<file path="src/rtl/swd_pkg.sv">
package swd_pkg;
  localparam logic [2:0]  ACK_OK    = 3'b001;
  localparam logic [2:0]  ACK_WAIT  = 3'b010;
  localparam logic [2:0]  ACK_FAULT = 3'b100;
  localparam logic [7:0]  ABORT_REQ = 8'h81;         // DP write, address 0
  localparam logic [31:0] ABORT_CLR = 32'h0000_001E; // four sticky-clear bits

  typedef enum logic [1:0] {
    ERR_NONE   = 2'd0,
    ERR_ACK    = 2'd1,
    ERR_PARITY = 2'd2,
    ERR_RETRY  = 2'd3
  } err_kind_e;

  typedef enum logic [2:0] {
    ST_IDLE, ST_REQ, ST_RDATA, ST_WACK, ST_WDATA, ST_APIDLE, ST_FLUSH
  } ctl_state_e;

  function automatic logic even_par32(input logic [31:0] d);
    return ^d;
  endfunction

  function automatic logic [7:0] wire_byte(input logic [7:0] c);
    return c | 8'h81;
  endfunction

  function automatic logic is_tsel_write(input logic [7:0] c);
    return (c[1] == 1'b0) && (c[2] == 1'b0) && (c[4:3] == 2'b11);
  endfunction
endpackage

</file>
<file path="src/rtl/swd_bit_engine.sv">
module swd_bit_engine #(
  parameter int SEG_W = 40,
  parameter int LEN_W = 8
) (
  input  logic             clk,
  input  logic             rst_n,
  input  logic             start,
  input  logic [LEN_W-1:0] len,
  input  logic [SEG_W-1:0] tx,
  input  logic             oe,
  input  logic             swdio_i,
  output logic             busy,
  output logic             done,
  output logic [SEG_W-1:0] rx,
  output logic             swclk,
  output logic             swdio_o,
  output logic             swdio_oe
);
  localparam int IDX_W = $clog2(SEG_W);
  localparam logic [LEN_W-1:0] CAP_LIM = LEN_W'(SEG_W);

  logic             ph;
  logic [LEN_W-1:0] cnt;
  logic [LEN_W-1:0] last;
  logic [SEG_W-1:0] tx_q;

  wire bit_end = busy & ph;
  wire seg_end = bit_end && (cnt == last);

  always_ff @(posedge clk or negedge rst_n) begin
    if (!rst_n) begin
      busy     <= 1'b0;
      done     <= 1'b0;
      ph       <= 1'b0;
      cnt      <= '0;
      last     <= '0;
      tx_q     <= '0;
      rx       <= '0;
      swdio_oe <= 1'b0;
    end else begin
      done <= 1'b0;
      if (start) begin
        busy     <= 1'b1;
        ph       <= 1'b0;
        cnt      <= '0;
        last     <= len - 1'b1;
        tx_q     <= tx;
        swdio_oe <= oe;
      end else if (busy) begin
        ph <= ~ph;
        if (!ph && (cnt < CAP_LIM)) rx[cnt[IDX_W-1:0]] <= swdio_i;
        if (seg_end) begin
          busy <= 1'b0;
          done <= 1'b1;
        end else if (bit_end) begin
          cnt  <= cnt + 1'b1;
          tx_q <= tx_q >> 1;
        end
      end
    end
  end

  assign swclk   = busy & ph;
  assign swdio_o = tx_q[0];

  // a new segment is only launched once the previous one has finished
  p_start_when_idle_r2: assert property (@(posedge clk) disable iff (!rst_n)
    start |-> !busy);
endmodule

</file>
<file path="src/rtl/swd_rsp_decode.sv">
module swd_rsp_decode #(
  parameter int SEG_W = 40
) (
  input  logic [SEG_W-1:0] rx,
  output logic [2:0]       ack,
  output logic [31:0]      rdata,
  output logic             par_ok
);
  import swd_pkg::*;
  localparam int ACK_POS  = 1;
  localparam int DATA_POS = ACK_POS + 3;
  localparam int PAR_POS  = DATA_POS + 32;

  assign ack    = rx[ACK_POS +: 3];
  assign rdata  = rx[DATA_POS +: 32];
  assign par_ok = (rx[PAR_POS] == even_par32(rdata));
endmodule

</file>
<file path="src/rtl/swd_txn_ctrl.sv">
module swd_txn_ctrl #(
  parameter int SEG_W      = 40,
  parameter int LEN_W      = 8,
  parameter int WAIT_LIMIT = 255
) (
  input  logic             clk,
  input  logic             rst_n,
  input  logic             req_valid,
  output logic             req_ready,
  input  logic [7:0]       req_cmd,
  input  logic [31:0]      req_wdata,
  input  logic [LEN_W-1:0] req_ap_idle,
  input  logic             flush_req,
  output logic             eng_start,
  output logic [LEN_W-1:0] eng_len,
  output logic [SEG_W-1:0] eng_tx,
  output logic             eng_oe,
  input  logic             eng_done,
  input  logic [2:0]       dec_ack,
  input  logic [31:0]      dec_rdata,
  input  logic             dec_par_ok,
  output logic             txn_done,
  output logic             txn_skipped,
  output logic [2:0]       rsp_ack,
  output logic [31:0]      rsp_rdata,
  output logic             sticky_err,
  output logic [1:0]       err_kind,
  output logic             flush_done,
  output logic             flush_err,
  output logic             req_fire,
  output logic             wdata_seg
);
  import swd_pkg::*;
  localparam int REQ_BITS  = 8;
  localparam int RD_BITS   = 38;
  localparam int WACK_BITS = 5;
  localparam int WD_BITS   = 33;
  localparam int FL_BITS   = 8;
  localparam int WC_W      = $clog2(WAIT_LIMIT + 1);
  localparam logic [WC_W-1:0] WAIT_LAST = WC_W'(WAIT_LIMIT - 1);

  ctl_state_e       st;
  logic [7:0]       cmd_q;
  logic [31:0]      wdata_q;
  logic [LEN_W-1:0] idle_q;
  logic [WC_W-1:0]  wait_cnt;
  logic             in_abort;
  logic [2:0]       ack_q;

  wire [7:0]  act_cmd   = in_abort ? ABORT_REQ : cmd_q;
  wire [31:0] act_wdata = in_abort ? ABORT_CLR : wdata_q;
  wire        resolve   = eng_done && ((st == ST_RDATA) || (st == ST_WDATA));
  wire [2:0]  cur_ack   = (st == ST_RDATA) ? dec_ack : ack_q;
  wire        ack_ign   = (st == ST_WDATA) && is_tsel_write(cmd_q);
  wire        par_bad   = (st == ST_RDATA) && !dec_par_ok;

  assign req_ready = (st == ST_IDLE) && !flush_req;
  assign req_fire  = req_valid && req_ready;
  assign wdata_seg = (st == ST_WDATA);

  always_ff @(posedge clk or negedge rst_n) begin
    if (!rst_n) begin
      st <= ST_IDLE;
      cmd_q <= '0; wdata_q <= '0; idle_q <= '0; wait_cnt <= '0;
      in_abort <= 1'b0; ack_q <= '0;
      eng_start <= 1'b0; eng_len <= '0; eng_tx <= '0; eng_oe <= 1'b0;
      txn_done <= 1'b0; txn_skipped <= 1'b0; rsp_ack <= '0; rsp_rdata <= '0;
      sticky_err <= 1'b0; err_kind <= ERR_NONE; flush_done <= 1'b0; flush_err <= 1'b0;
    end else begin
      eng_start   <= 1'b0;
      txn_done    <= 1'b0;
      txn_skipped <= 1'b0;
      flush_done  <= 1'b0;
      case (st)
        ST_IDLE: begin
          if (flush_req) begin
            eng_start <= 1'b1; eng_len <= LEN_W'(FL_BITS); eng_tx <= '0; eng_oe <= 1'b0;
            st <= ST_FLUSH;
          end else if (req_valid) begin
            if (sticky_err) begin
              txn_done    <= 1'b1;
              txn_skipped <= 1'b1;
            end else begin
              cmd_q <= req_cmd; wdata_q <= req_wdata; idle_q <= req_ap_idle;
              wait_cnt <= '0; in_abort <= 1'b0;
              eng_start <= 1'b1; eng_len <= LEN_W'(REQ_BITS);
              eng_tx <= SEG_W'(wire_byte(req_cmd)); eng_oe <= 1'b1;
              st <= ST_REQ;
            end
          end
        end
        ST_REQ: if (eng_done) begin
          eng_start <= 1'b1; eng_oe <= 1'b0;
          if (act_cmd[2]) begin
            eng_len <= LEN_W'(RD_BITS); eng_tx <= '0;
            st <= ST_RDATA;
          end else begin
            // first data bit preloaded into the last released bit
            eng_len <= LEN_W'(WACK_BITS); eng_tx <= SEG_W'({act_wdata[0], 4'b0000});
            st <= ST_WACK;
          end
        end
        ST_WACK: if (eng_done) begin
          ack_q <= dec_ack;
          eng_start <= 1'b1; eng_len <= LEN_W'(WD_BITS); eng_oe <= 1'b1;
          eng_tx <= SEG_W'({even_par32(act_wdata), act_wdata});
          st <= ST_WDATA;
        end
        ST_APIDLE: if (eng_done) begin
          txn_done <= 1'b1;
          st <= ST_IDLE;
        end
        ST_FLUSH: if (eng_done) begin
          flush_done <= 1'b1;
          flush_err  <= sticky_err;
          sticky_err <= 1'b0;
          err_kind   <= ERR_NONE;
          st <= ST_IDLE;
        end
        default: ;
      endcase

      if (resolve) begin
        if (in_abort) begin
          // clearing write done: repeat the original access, ack unchecked
          in_abort <= 1'b0;
          eng_start <= 1'b1; eng_len <= LEN_W'(REQ_BITS);
          eng_tx <= SEG_W'(wire_byte(cmd_q)); eng_oe <= 1'b1;
          st <= ST_REQ;
        end else begin
          rsp_ack <= cur_ack;
          if (st == ST_RDATA) rsp_rdata <= dec_rdata;
          if (ack_ign || (cur_ack == ACK_OK)) begin
            if (par_bad) begin
              sticky_err <= 1'b1; err_kind <= ERR_PARITY;
              txn_done <= 1'b1; st <= ST_IDLE;
            end else if (cmd_q[1] && (idle_q != '0)) begin
              eng_start <= 1'b1; eng_len <= idle_q; eng_tx <= '0; eng_oe <= 1'b0;
              st <= ST_APIDLE;
            end else begin
              txn_done <= 1'b1; st <= ST_IDLE;
            end
          end else if (cur_ack == ACK_WAIT) begin
            if (wait_cnt == WAIT_LAST) begin
              sticky_err <= 1'b1; err_kind <= ERR_RETRY;
              txn_done <= 1'b1; st <= ST_IDLE;
            end else begin
              wait_cnt <= wait_cnt + 1'b1;
              in_abort <= 1'b1;
              eng_start <= 1'b1; eng_len <= LEN_W'(REQ_BITS);
              eng_tx <= SEG_W'(wire_byte(ABORT_REQ)); eng_oe <= 1'b1;
              st <= ST_REQ;
            end
          end else begin
            sticky_err <= 1'b1; err_kind <= ERR_ACK;
            txn_done <= 1'b1; st <= ST_IDLE;
          end
        end
      end
    end
  end

  // a request arriving with a sticky error completes as skipped next cycle
  p_skip_when_sticky_r9: assert property (@(posedge clk) disable iff (!rst_n)
    (req_fire && sticky_err) |=> (txn_done && txn_skipped));
  // the sticky error only ever clears through a flush
  p_clear_by_flush_r12: assert property (@(posedge clk) disable iff (!rst_n)
    $fell(sticky_err) |-> flush_done);
  // request completion and flush completion never coincide
  p_done_exclusive_r12: assert property (@(posedge clk) disable iff (!rst_n)
    $onehot0({txn_done, flush_done}));
endmodule

</file>
<file path="src/rtl/swd_txn_master.sv">
module swd_txn_master #(
  parameter int SEG_W      = 40,
  parameter int LEN_W      = 8,
  parameter int WAIT_LIMIT = 255
) (
  input  logic             clk,
  input  logic             rst_n,
  input  logic             req_valid,
  output logic             req_ready,
  input  logic [7:0]       req_cmd,
  input  logic [31:0]      req_wdata,
  input  logic [LEN_W-1:0] req_ap_idle,
  input  logic             flush_req,
  output logic             txn_done,
  output logic             txn_skipped,
  output logic [2:0]       rsp_ack,
  output logic [31:0]      rsp_rdata,
  output logic             sticky_err,
  output logic [1:0]       err_kind,
  output logic             flush_done,
  output logic             flush_err,
  output logic             swclk,
  output logic             swdio_o,
  output logic             swdio_oe,
  input  logic             swdio_i
);
  logic             eng_start, eng_oe, eng_done, eng_busy;
  logic [LEN_W-1:0] eng_len;
  logic [SEG_W-1:0] eng_tx, eng_rx;
  logic [2:0]       dec_ack;
  logic [31:0]      dec_rdata;
  logic             dec_par_ok;
  logic             req_fire, wdata_seg;

  swd_bit_engine #(.SEG_W(SEG_W), .LEN_W(LEN_W)) u_engine (
    .clk(clk), .rst_n(rst_n), .start(eng_start), .len(eng_len), .tx(eng_tx),
    .oe(eng_oe), .swdio_i(swdio_i), .busy(eng_busy), .done(eng_done), .rx(eng_rx),
    .swclk(swclk), .swdio_o(swdio_o), .swdio_oe(swdio_oe));

  swd_rsp_decode #(.SEG_W(SEG_W)) u_decode (
    .rx(eng_rx), .ack(dec_ack), .rdata(dec_rdata), .par_ok(dec_par_ok));

  swd_txn_ctrl #(.SEG_W(SEG_W), .LEN_W(LEN_W), .WAIT_LIMIT(WAIT_LIMIT)) u_ctrl (
    .clk(clk), .rst_n(rst_n), .req_valid(req_valid), .req_ready(req_ready),
    .req_cmd(req_cmd), .req_wdata(req_wdata), .req_ap_idle(req_ap_idle),
    .flush_req(flush_req), .eng_start(eng_start), .eng_len(eng_len), .eng_tx(eng_tx),
    .eng_oe(eng_oe), .eng_done(eng_done), .dec_ack(dec_ack), .dec_rdata(dec_rdata),
    .dec_par_ok(dec_par_ok), .txn_done(txn_done), .txn_skipped(txn_skipped),
    .rsp_ack(rsp_ack), .rsp_rdata(rsp_rdata), .sticky_err(sticky_err),
    .err_kind(err_kind), .flush_done(flush_done), .flush_err(flush_err),
    .req_fire(req_fire), .wdata_seg(wdata_seg));

  // enabling the driver for write data leaves the output level unchanged
  p_no_glitch_r5: assert property (@(posedge clk) disable iff (!rst_n)
    (wdata_seg && $rose(swdio_oe)) |-> $stable(swdio_o));
  // a skipped request starts no link activity
  p_skip_quiet_r9: assert property (@(posedge clk) disable iff (!rst_n)
    (req_fire && sticky_err) |=> !eng_busy);
endmodule

</file>
<file path="config.mk">
export PLATFORM = sky130hd
export DESIGN_NAME = swd_txn_master
export DESIGN_NICKNAME = d
export VERILOG_FILES = /design/src/rtl/swd_pkg.sv /design/src/rtl/swd_bit_engine.sv /design/src/rtl/swd_rsp_decode.sv /design/src/rtl/swd_txn_ctrl.sv /design/src/rtl/swd_txn_master.sv
export SDC_FILE = /design/constraint.sdc
export NUM_CORES = 1
export LEC_CHECK = 0
export ABC_AREA = 0
export BUFFER_PORTS_ARGS = -buffer_cell sky130_fd_sc_hd__buf_2
export CAP_MARGIN = 20
export CELL_PAD_IN_SITES_DETAIL_PLACEMENT = 0
export CELL_PAD_IN_SITES_GLOBAL_PLACEMENT = 1
export CORE_UTILIZATION = 43
export DETAILED_ROUTE_END_ITERATION = 8
export PLACE_DENSITY_LB_ADDON = 0.15
export SLEW_MARGIN = 10
export SYNTH_ARGS = -nofsm -noshare
export SYNTH_HDL_FRONTEND = slang
export SYNTH_SLANG_ARGS = --single-unit
export TNS_END_PERCENT = 50
</file>
<file path="constraint.sdc">
create_clock -name clk -period 2.4 [get_ports clk]
set_input_delay 0.36 -clock clk [delete_from_list [all_inputs] [get_ports clk]]
set_output_delay 0.36 -clock clk [all_outputs]
set_load 0.05 [all_outputs]
</file>
==> results of run 1 <==
## per-layer routing
metal	up-vias	GRT usage, %	part of all wire (%)
met4	0	4.026	1.2
met1	4140	27.32	48
li1	4215	-	-
met3	29	2.733	3.1
met5	-	0	0
met2	124	31.89	48
## flip-flops by register name (all words and copies together), names as in the netlist, 2 cells and up
register and count:
u_ctrl.eng_tx 40, u_engine.tx_q 40, u_engine.rx 36, u_ctrl.rsp_rdata 32
u_ctrl.wdata_q 32, u_ctrl.eng_len 8, u_ctrl.idle_q 8, u_ctrl.wait_cnt 8
u_engine.cnt 8, u_engine.last 8, u_ctrl.cmd_q 6, u_ctrl.ack_q 3
u_ctrl.rsp_ack 3, u_ctrl.st 3, u_ctrl.err_kind 2
## power breakdown
part           internal [uW]  switching [uW]  leakage (uW)
combinational           4210            4080       0.00318
sequential              5370            1000       0.00313
clock                   2800            1740      0.000485
## stage by stage
step / cells / worst slack [ns] / hold slack (ns) / cell area, um2 / TNS [ns]
floorplan: 1132 / -0.01072 / 0.06441 / 11710 / -0.3215
global placement: 1586 / -0.09176 / 0.3576 / 13030 / -2.466
detailed placement: 1586 / -0.1233 / 0.3571 / 13030 / -3.122
CTS: 1673 / -0.03422 / 0.003649 / 14460 / -0.2470
global route: 1677 / -0.1394 / 0.01512 / 14630 / -4.889
finish: 1677 / -0.04490 / 0.02426 / 14630 / -0.9262
## timing repair
action | CTS | global route
gates cloned | 1 | 1
endpoints found under the setup margin | 47 | 59
hold endpoints to repair | 89 | 0
hold buffers | 31 | 0
pin swaps | 5 | 22
buffers inserted | 3 | 3
gates resized for setup | 15 | 30
## critical path: cells and delay by family (launching register included)
kind | cells | cell delay (ns)
compound gates | 1 | 0.16
mux | 1 | 0.37
flops | 1 | 0.43
simple gates | 1 | 0.04
xor+xnor | 4 | 1.00
buf+inv | 2 | 0.32
## area by class of cell
| class | instances | area [um2] | area share (%) |
|---|---|---|---|
| well taps | 341 | 426.7 | 2.917 |
| flip-flops and latches | 249 | 6232 | 42.61 |
| inverters | 15 | 56.30 | 0.3850 |
| clock inverters | 12 | 180.2 | 1.232 |
| multi-input cells | 805 | 5269 | 36.03 |
| repair buffers | 215 | 1645 | 11.25 |
| clock buffers | 40 | 815.8 | 5.578 |
## cells in the final DEF, fill, tap and decap left out, drive strengths merged, types with 3 or more instances in the layout
cell type / n
dfrtp: 249
nand2: 209
buf: 183
nor2: 134
mux2: 75
a21oi: 69
xnor2: 62
mux2i: 44
clkbuf: 41
o21ai: 32
dlygate4sd3: 31
a22oi: 28
xor2: 22
inv: 16
and3: 15
nand3: 14
nor3b: 11
nor3: 11
nand4: 7
or3: 5
nand2b: 5
clkinv: 5
nor4: 5
and2: 5
ha: 4
bufinv: 4
a31oi: 4
and4: 3
a32o: 3
nor2b: 3
a22o: 3
## how the worst max path moves through the flow
| stage | cells past startpoint | slack [ns] | start | end |
|---|---|---|---|---|
| after detailed placement | 8 | -0.12 | u_engine.rx[21]$_DFFE_PN0P_ | u_ctrl.eng_tx[21]$_DFF_PN0_ |
| after global placement | 8 | -0.09 | u_engine.rx[31]$_DFFE_PN0P_ | u_ctrl.eng_tx[20]$_DFF_PN0_ |
| after CTS | 7 | -0.03 | u_engine.rx[23]$_DFFE_PN0P_ | u_ctrl.txn_done$_DFF_PN0_ |
| final | 9 | -0.04 | u_engine.rx[19]$_DFFE_PN0P_ | u_ctrl.eng_tx[14]$_DFF_PN0_ |
| after floorplan | 8 | -0.01 | u_ctrl.st[2]$_DFFE_PN0P_ | u_ctrl.idle_q[0]$_DFFE_PN0P_ |
| after global routing | 9 | -0.14 | u_engine.rx[19]$_DFFE_PN0P_ | u_ctrl.eng_tx[5]$_DFF_PN0_ |
## Yosys cell counts, types with 3 or more instances
cell / count
and4_1: 3
xor2_1: 22
a21oi_1: 68
o21ai_2: 5
nor3b_1: 10
o21ai_0: 26
buf_6: 6
nand2_1: 209
a31oi_1: 4
a32o_1: 3
nand3_1: 14
buf_1: 9
inv_1: 14
xnor2_1: 60
clkbuf_1: 39
nor4_1: 3
or3_1: 5
nor3_1: 9
mux2i_1: 42
nor2b_1: 3
and2_1: 3
nand2b_1: 5
mux2_2: 74
nor2_1: 134
dfrtp_1: 249
ha_1: 4
buf_2: 5
nand4_1: 7
a22oi_1: 28
and3_1: 15
## kinds of logic (layout without fill, tap and decap cells)
kind of cell | Yosys count | after routing | share of synthesized area (%)
adders and majority gates | 4 | 4 | 0.4278
and+or+nand+nor | 435 | 435 | 16.41
AOI/OAI and AO/OA | 161 | 161 | 8.727
xor gates and xnor gates | 86 | 86 | 6.845
muxes | 119 | 119 | 11.15
buffers and inverters | 78 | 282 | 3.176
DFF | 249 | 249 | 53.26
==> flow_summary.ini, run 1 <==
[run_status]
status = finished with violations
violations = DRC, setup timing

[floorplanning]
initial_core_util_pct = 43.65
io_pins = 99
rows = 60
die_y_um = 166.9
die-area_um2 = 27870
die_x_um = 166.9
core-area_um2 = 26800

[worst_hold_path]
min_path_type = input port to register
hold_end = u_ctrl.cmd_q[5]$_DFFE_PN0P_
worstHoldStart = req_cmd[5]
worstHoldPathCells = 3

[clock_tree]
path_clk_slew_ns = 0.06
worstSkewPairLatency_ns = 0.55
cts_sinks = 249
cts_buffers = 28
cts_root_buffer = clkbuf_16
clk_path_buf_depth = 3
cts_tree = yes
cts-htree-levels = 1

[synthesis]
ys_seq_elements = 249
synth_nets = 1189
ys_seq_area_share_pct = 53.26
synthFlopType = dfrtp_1
synth-edff-count = 0
syn_avg_cell_area_um2 = 10.33
synth.distinct_cells = 71
yosysTopAreaCell = dfrtp_1
ys_warn_count = 0
synthTopCellsByArea = dfrtp_1, mux2_2, nand2_1
syn_inst = 1132
synth_area_um2 = 11700
async_flop_share_pct = 100.0
synth_top_area_share_pct = 53.26

[route]
via_count = 8508
drcViolationCount = 1
antenna_left = 0
via_per_inst = 5.073
dr.pass1.iters = 6
wl_per_cell_um = 15.74
drt_iter0_markers = 450
drt-total-wl_um = 26400

[worst_setup_path]
crit_path_cell_trace = xnor2_2, xnor2_2, xnor2_1, xnor3_2, mux2_4, a21boi_4, buf_12, clkbuf_16, nor2_2
crit_fanout = 6
worstPathRequired_ns = 2.83
cpPeakStageDelay_ns = 0.49
r2r_cells = 9
rr_endpoint = u_ctrl.eng_tx[14]$_DFF_PN0_
worst_path_most_repeated_cell = xnor2_2
crit_arrival_ns = 2.87
slowest_stage = xnor3_2
critical_path_class = register to register
critPathLaunchType = register
worst_r2r_startpoint = u_engine.rx[19]$_DFFE_PN0P_
reg2reg_setup_slack_ns = -0.04
end_kind = register

[pwr]
finalPower_uw = 19200
leakage_uw = 0.006798
peakVddDrop_mv = 1.170
power.density_nw_per_um2 = 1313

[timing]
max_freq_ghz = 0.4090
post-route-min-period_ns = 2.445
finalClockSkew_ns = 0.01649
report.final.hold_viol_count = 0
finalMaxSlewViolations = 0
setup_viol = 37
slew-limit-headroom_pct = 57.27
tightest_slew_ns = 0.6410
fin_crit_sh_pct = 101.9
rsz0062_at_grt = true
setup_ws_ns = -0.04490

[layout]
finalNetCount = 1371
drive_gt1_share_pct = 26.72
final_util_pct = 54.57
syn_to_final_growth_pct = 25.02
antenna_cells = 0
fillers = 2422

[global_routing]
grt_pass1_wl_um = 44160
grtUsageTotal_pct = 19.41
grt.overflow.total = 0
grt_pass1_vias = 8373
grt_max_degree = 80
antenna_found_initial = 0

[place]
numPortBuffers = 96
gp_congestion = 0.8027
dpl.hpwl_um = 17910

[job]
drv_cap = 0
Note: power is estimated with default switching activity, not from simulation.
==> run 2: changes to the inputs <==
Settings changed: CORE_UTILIZATION 43 to 47, REMOVE_ABC_BUFFERS from default to 1, SLEW_MARGIN 10 to default.
Clock period 2.4 ns to 2.7 ns, I/O delays scaled along.
==> flow_summary.ini, run 2 (same netlist as run 1, synthesis figures left out) <==
[run_status]
status = complete, no violations

[global_routing]
grt_max_degree = 86
grt.overflow.total = 0
antenna_found_initial = 0
grt_pass1_vias = 8272
grt_pass1_wl_um = 42790
grtUsageTotal_pct = 20.50

[layout]
final_area_um2 = 13720
reg_top3 = u_ctrl.eng_tx x40, u_engine.tx_q x40, u_engine.rx x36
fillers = 2194
drive_gt1_share_pct = 22.89
fin_cells = 1578
layout_commonest_cell = dfrtp_1
layout_common_cells = dfrtp_1, nand2_1, nor2_1
finalNetCount = 1289
syn_to_final_growth_pct = 17.24
antenna_cells = 0

[worst_setup_path]
crit_fanout = 6
crit_arrival_ns = 2.97
critPathLaunchType = register
end_kind = register
worstPathRequired_ns = 3.11
r2r_cells = 8
reg2reg_setup_slack_ns = 0.14
rr_endpoint = u_ctrl.eng_tx[1]$_DFF_PN0_
worst_r2r_startpoint = u_engine.rx[14]$_DFFE_PN0P_
critical_path_class = register to register

[floorplanning]
rows = 57
die_y_um = 159.8
initial_core_util_pct = 47.96
core-area_um2 = 24390
die-area_um2 = 25530
io_pins = 99
die_x_um = 159.8

[route]
dr.pass1.iters = 5
drcViolationCount = 0
antenna_left = 0
via_count = 8176
wl_per_cell_um = 15.82
drt_iter0_markers = 545
drt-total-wl_um = 24960
via_per_inst = 5.181

[place]
dpl.hpwl_um = 16640
postPlaceCellArea_um2 = 12660
numPortBuffers = 96
place_inst = 1525
gp_congestion = 0.8372

[worst_hold_path]
worstHoldStart = req_wdata[2]
worstHoldPathCells = 3
min_path_type = input port to register
hold_end = u_ctrl.wdata_q[2]$_DFFE_PN0P_

[clock_tree]
cts_sinks = 249
cts-htree-levels = 1
cts_tree = yes
cts_buffers = 28
path_clk_slew_ns = 0.06
cts_setup_buffers = 0
postCtsResizedCells = 0
cts_root_buffer = clkbuf_16
clk_path_buf_depth = 3
worstSkewPairLatency_ns = 0.53

[pwr]
p_seq_share_pct = 35.3
p_sw_share_pct = 35.54
power.density_nw_per_um2 = 1174
clkPwrFrac_pct = 26.3
internal_power_uw = 10380
peakVddDrop_mv = 0.7864
pwr-share-comb_pct = 38.4
leakage_uw = 0.006388
finalPower_uw = 16110
switching_power_uw = 5724

[timing]
tightest_slew_ns = 0.9644
post-route-min-period_ns = 2.561
finalMaxSlewViolations = 0
timing.hold.ws_ns = 0.05859
fin_crit_sh_pct = 94.87
finalClockSkew_ns = 0.009684
report.final.hold_viol_count = 0
max_freq_ghz = 0.3904
rsz0062_at_grt = false
setup_tns_ns = 0
setup_viol = 0
slew-limit-headroom_pct = 35.71

[job]
drv_cap = 0
[run 2: repair_timing]
item | in CTS | in global routing
hold buffers | 1 | 0
endpoints found under the hold margin | 59 | 0
setup endpoints to repair | 0 | 3
[run 2: power by group through the flow]
stage | combinational (uW) | clock, uW | sequential [uW]
floorplan | 4450 | 0 | 5710
global placement | 6140 | 0 | 5740
detailed placement | 6230 | 0 | 5750
CTS | 6280 | 4330 | 5700
global route | 6870 | 4490 | 5860
finish | 6180 | 4240 | 5690
[run 2: area by class of cell]
| cell class | instances | area [um2] | area share, % |
|---|---|---|---|
| sequential | 249 | 6232 | 45.44 |
| inverter | 15 | 56.30 | 0.4105 |
| timing repair buffer | 133 | 845.8 | 6.167 |
| tap | 324 | 405.4 | 2.956 |
| clock buffer | 34 | 774.5 | 5.647 |
| clock inverter | 18 | 275.3 | 2.007 |
| multi-input combinational | 805 | 5126 | 37.37 |
[run 2: critical path, cell delays in order, from the launching register on]
cell and delay [ns]:
dfrtp_1 0.40, xnor2_1 0.20, xnor2_1 0.16, xnor2_1 0.17, xnor3_2 0.56, mux2_4 0.39, a21boi_4 0.24, buf_4 0.21
o21ai_0 0.10
[run 2: routing by layer]
layer | vias to the layer above | track usage, % | wire length [um]
li1 | 4058 | - | -
met1 | 3925 | 28.66 | 11880
met2 | 157 | 34.02 | 11600
met3 | 36 | 2.416 | 953
met4 | 0 | 5.238 | 526
met5 | - | 0 | 0
[run 2: worst max-delay path by stage]
stage / cells after the start / endpoint / slack [ns] / start
global placement: 7 / u_ctrl.st[2]$_DFFE_PN0P_ / 0.18 / u_engine.rx[12]$_DFFE_PN0P_
floorplan: 7 / u_engine.cnt[5]$_DFFE_PN0P_ / -3.65 / u_ctrl.eng_start$_DFF_PN0_
CTS: 7 / u_ctrl.st[2]$_DFFE_PN0P_ / 0.14 / u_engine.rx[33]$_DFFE_PN0P_
finish: 8 / u_ctrl.eng_tx[1]$_DFF_PN0_ / 0.14 / u_engine.rx[14]$_DFFE_PN0P_
global route: 8 / u_ctrl.eng_tx[1]$_DFF_PN0_ / 0.06 / u_engine.rx[14]$_DFFE_PN0P_
detailed placement: 8 / u_ctrl.eng_tx[2]$_DFF_PN0_ / 0.16 / u_engine.rx[33]$_DFFE_PN0P_
[run 2: metrics by stage]
step | util [%] | setup WS, ns
2_1_floorplan | - | -3.647
3_3_place_gp | 51.89 | 0.1808
4_1_cts | 56.23 | 0.1437
6_report | 56.23 | 0.1386
3_5_place_dp | 51.89 | 0.1646
5_1_grt | 56.23 | 0.06126
==> run 3: changes to the inputs <==
Settings changed: BUFFER_PORTS_ARGS -buffer_cell sky130_fd_sc_hd__buf_2 to -buffer_cell sky130_fd_sc_hd__buf_4.
==> flow_summary.ini, run 3 (same netlist as run 1, synthesis figures left out) <==
[clock_tree]
cts_root_buffer = clkbuf_16
worstSkewPairLatency_ns = 0.53
cts_sinks = 249
cts_buffers = 27
postCtsResizedCells = 0
clk_path_buf_depth = 3
cts-htree-levels = 1
cts_tree = yes
path_clk_slew_ns = 0.06

[worst_setup_path]
worstPathRequired_ns = 3.11
critPathLaunchType = register
critical_path_class = register to register
r2r_cells = 8
end_kind = register
worst_r2r_startpoint = u_engine.rx[12]$_DFFE_PN0P_
crit_arrival_ns = 2.93
reg2reg_setup_slack_ns = 0.18
rr_endpoint = u_ctrl.eng_tx[27]$_DFF_PN0_
crit_fanout = 26

[worst_hold_path]
worstHoldStart = req_wdata[11]
worstHoldPathCells = 3
min_path_type = input port to register
hold_end = u_ctrl.wdata_q[11]$_DFFE_PN0P_

[layout]
fillers = 2181
syn_to_final_growth_pct = 18.17
finalNetCount = 1288
multi_input_area_um2 = 5126
regArea_um2 = 6232
reg_top3 = u_ctrl.eng_tx x40, u_engine.tx_q x40, u_engine.rx x36
layout_common_cells = dfrtp_1, nand2_1, nor2_1
antenna_cells = 0
drive_gt1_share_pct = 22.34
layout_commonest_cell = dfrtp_1

[timing]
slew-limit-headroom_pct = 36.32
finalClockSkew_ns = 0.01539
finalMaxSlewViolations = 0
fin_crit_sh_pct = 93.38
tightest_slew_ns = 0.9552
setup_viol = 0
setup_ws_ns = 0.1787
rsz0062_at_grt = false
report.final.hold_viol_count = 0
post-route-min-period_ns = 2.521
timing.hold.ws_ns = 0.06178
max_freq_ghz = 0.3966

[floorplanning]
die_x_um = 159.8
die_y_um = 159.8
die-area_um2 = 25530
initial_core_util_pct = 47.96
rows = 57
io_pins = 99
core-area_um2 = 24390

[place]
numPortBuffers = 96
gp_congestion = 0.8513
dpl.hpwl_um = 16930
pre_cts_slack_ns = 0.1654

[global_routing]
grt_pass1_vias = 8256
grt_max_degree = 80
grt_pass1_wl_um = 42760
grt.overflow.total = 0
antenna_found_initial = 0
grtUsageTotal_pct = 20.35

[pwr]
power.density_nw_per_um2 = 1128
peakVddDrop_mv = 0.6597
leakage_uw = 0.006364

[route]
via_per_inst = 5.248
drt-total-wl_um = 25120
wl_per_cell_um = 15.97
drcViolationCount = 0
via_count = 8255
dr.pass1.iters = 5
antenna_left = 0
drt_iter0_markers = 510

[run_status]
status = complete, no violations

[job]
drv_cap = 0
==> run 3: cell count changes in the layout (fill, tap and decap cells not counted), sizes merged <==
cell      before  now
bufinv         7    4
clkbuf        34   35
clkinvlp       1    0
clkinv        10    8
==> run 3: area by class of cell <==
cell class	count	share of cell area [%]
Multi-Input combinational cell	805	37.08
Clock buffer	35	5.322
Sequential cell	249	45.08
Tap cell	324	2.932
Clock inverter	12	1.158
Inverter	15	0.4073
Timing Repair Buffer	133	8.019
==> run 3: what timing repair did <==
| item | in CTS | in global routing |
|---|---|---|
| setup endpoints to repair | 0 | 0 |
| hold buffers | 1 | 0 |
| setup buffers | 0 | 0 |
| hold endpoints to repair | 60 | 0 |
==> run 3: metal layers <==
metal	wire, um	up-vias	share of wire, %	track usage [%]
met5	0	-	0	0
met4	557	0	2.2	5.584
met3	928	31	3.7	2.416
met2	11810	161	47	32.99
met1	11830	4023	47	28.98
li1	-	4040	-	-
==> run 3: worst max-delay path by stage <==
stage / startpoint / endpoint / slack [ns]
2_1_floorplan: u_ctrl.eng_start$_DFF_PN0_ / u_engine.cnt[5]$_DFFE_PN0P_ / -3.65
3_3_place_gp: u_engine.rx[33]$_DFFE_PN0P_ / u_ctrl.eng_len[5]$_DFF_PN0_ / 0.16
3_5_place_dp: u_engine.rx[33]$_DFFE_PN0P_ / u_ctrl.eng_len[5]$_DFF_PN0_ / 0.17
4_1_cts: u_engine.rx[33]$_DFFE_PN0P_ / u_ctrl.eng_len[5]$_DFF_PN0_ / 0.17
5_1_grt: u_engine.rx[12]$_DFFE_PN0P_ / u_ctrl.eng_tx[26]$_DFF_PN0_ / 0.04
6_report: u_engine.rx[12]$_DFFE_PN0P_ / u_ctrl.eng_tx[27]$_DFF_PN0_ / 0.18
==> run 3: report_power, final <==
part,internal [uW],total [uW],switching (uW),leakage (uW)
Sequential,4770,5740,970,0.00313
Clock,2290,3720,1440,0.000448
Combinational,2890,6120,3230,0.00279
Total,9950,15600,5640,0.00636
==> run 3: stage by stage <==
step	total power [uW]	utilization, %	setup TNS (ns)	area (um2)	cells
floorplan	10160	-	-233.77	11380	1069
global placement	11900	52.96	0	12920	1525
detailed placement	11990	52.96	0	12920	1525
CTS	15800	56.68	0	13820	1573
global route	16660	56.68	0	13820	1573
finish	15590	56.68	0	13820	1573
==> run 3: worst max-delay path, stage by stage (launching register included) <==
cell,delay (ns)
dfrtp_1,0.40
xor2_1,0.18
xnor2_1,0.28
xnor2_2,0.16
xnor3_2,0.45
mux2_4,0.39
a21boi_4,0.25
buf_12,0.21
nor2_1,0.07
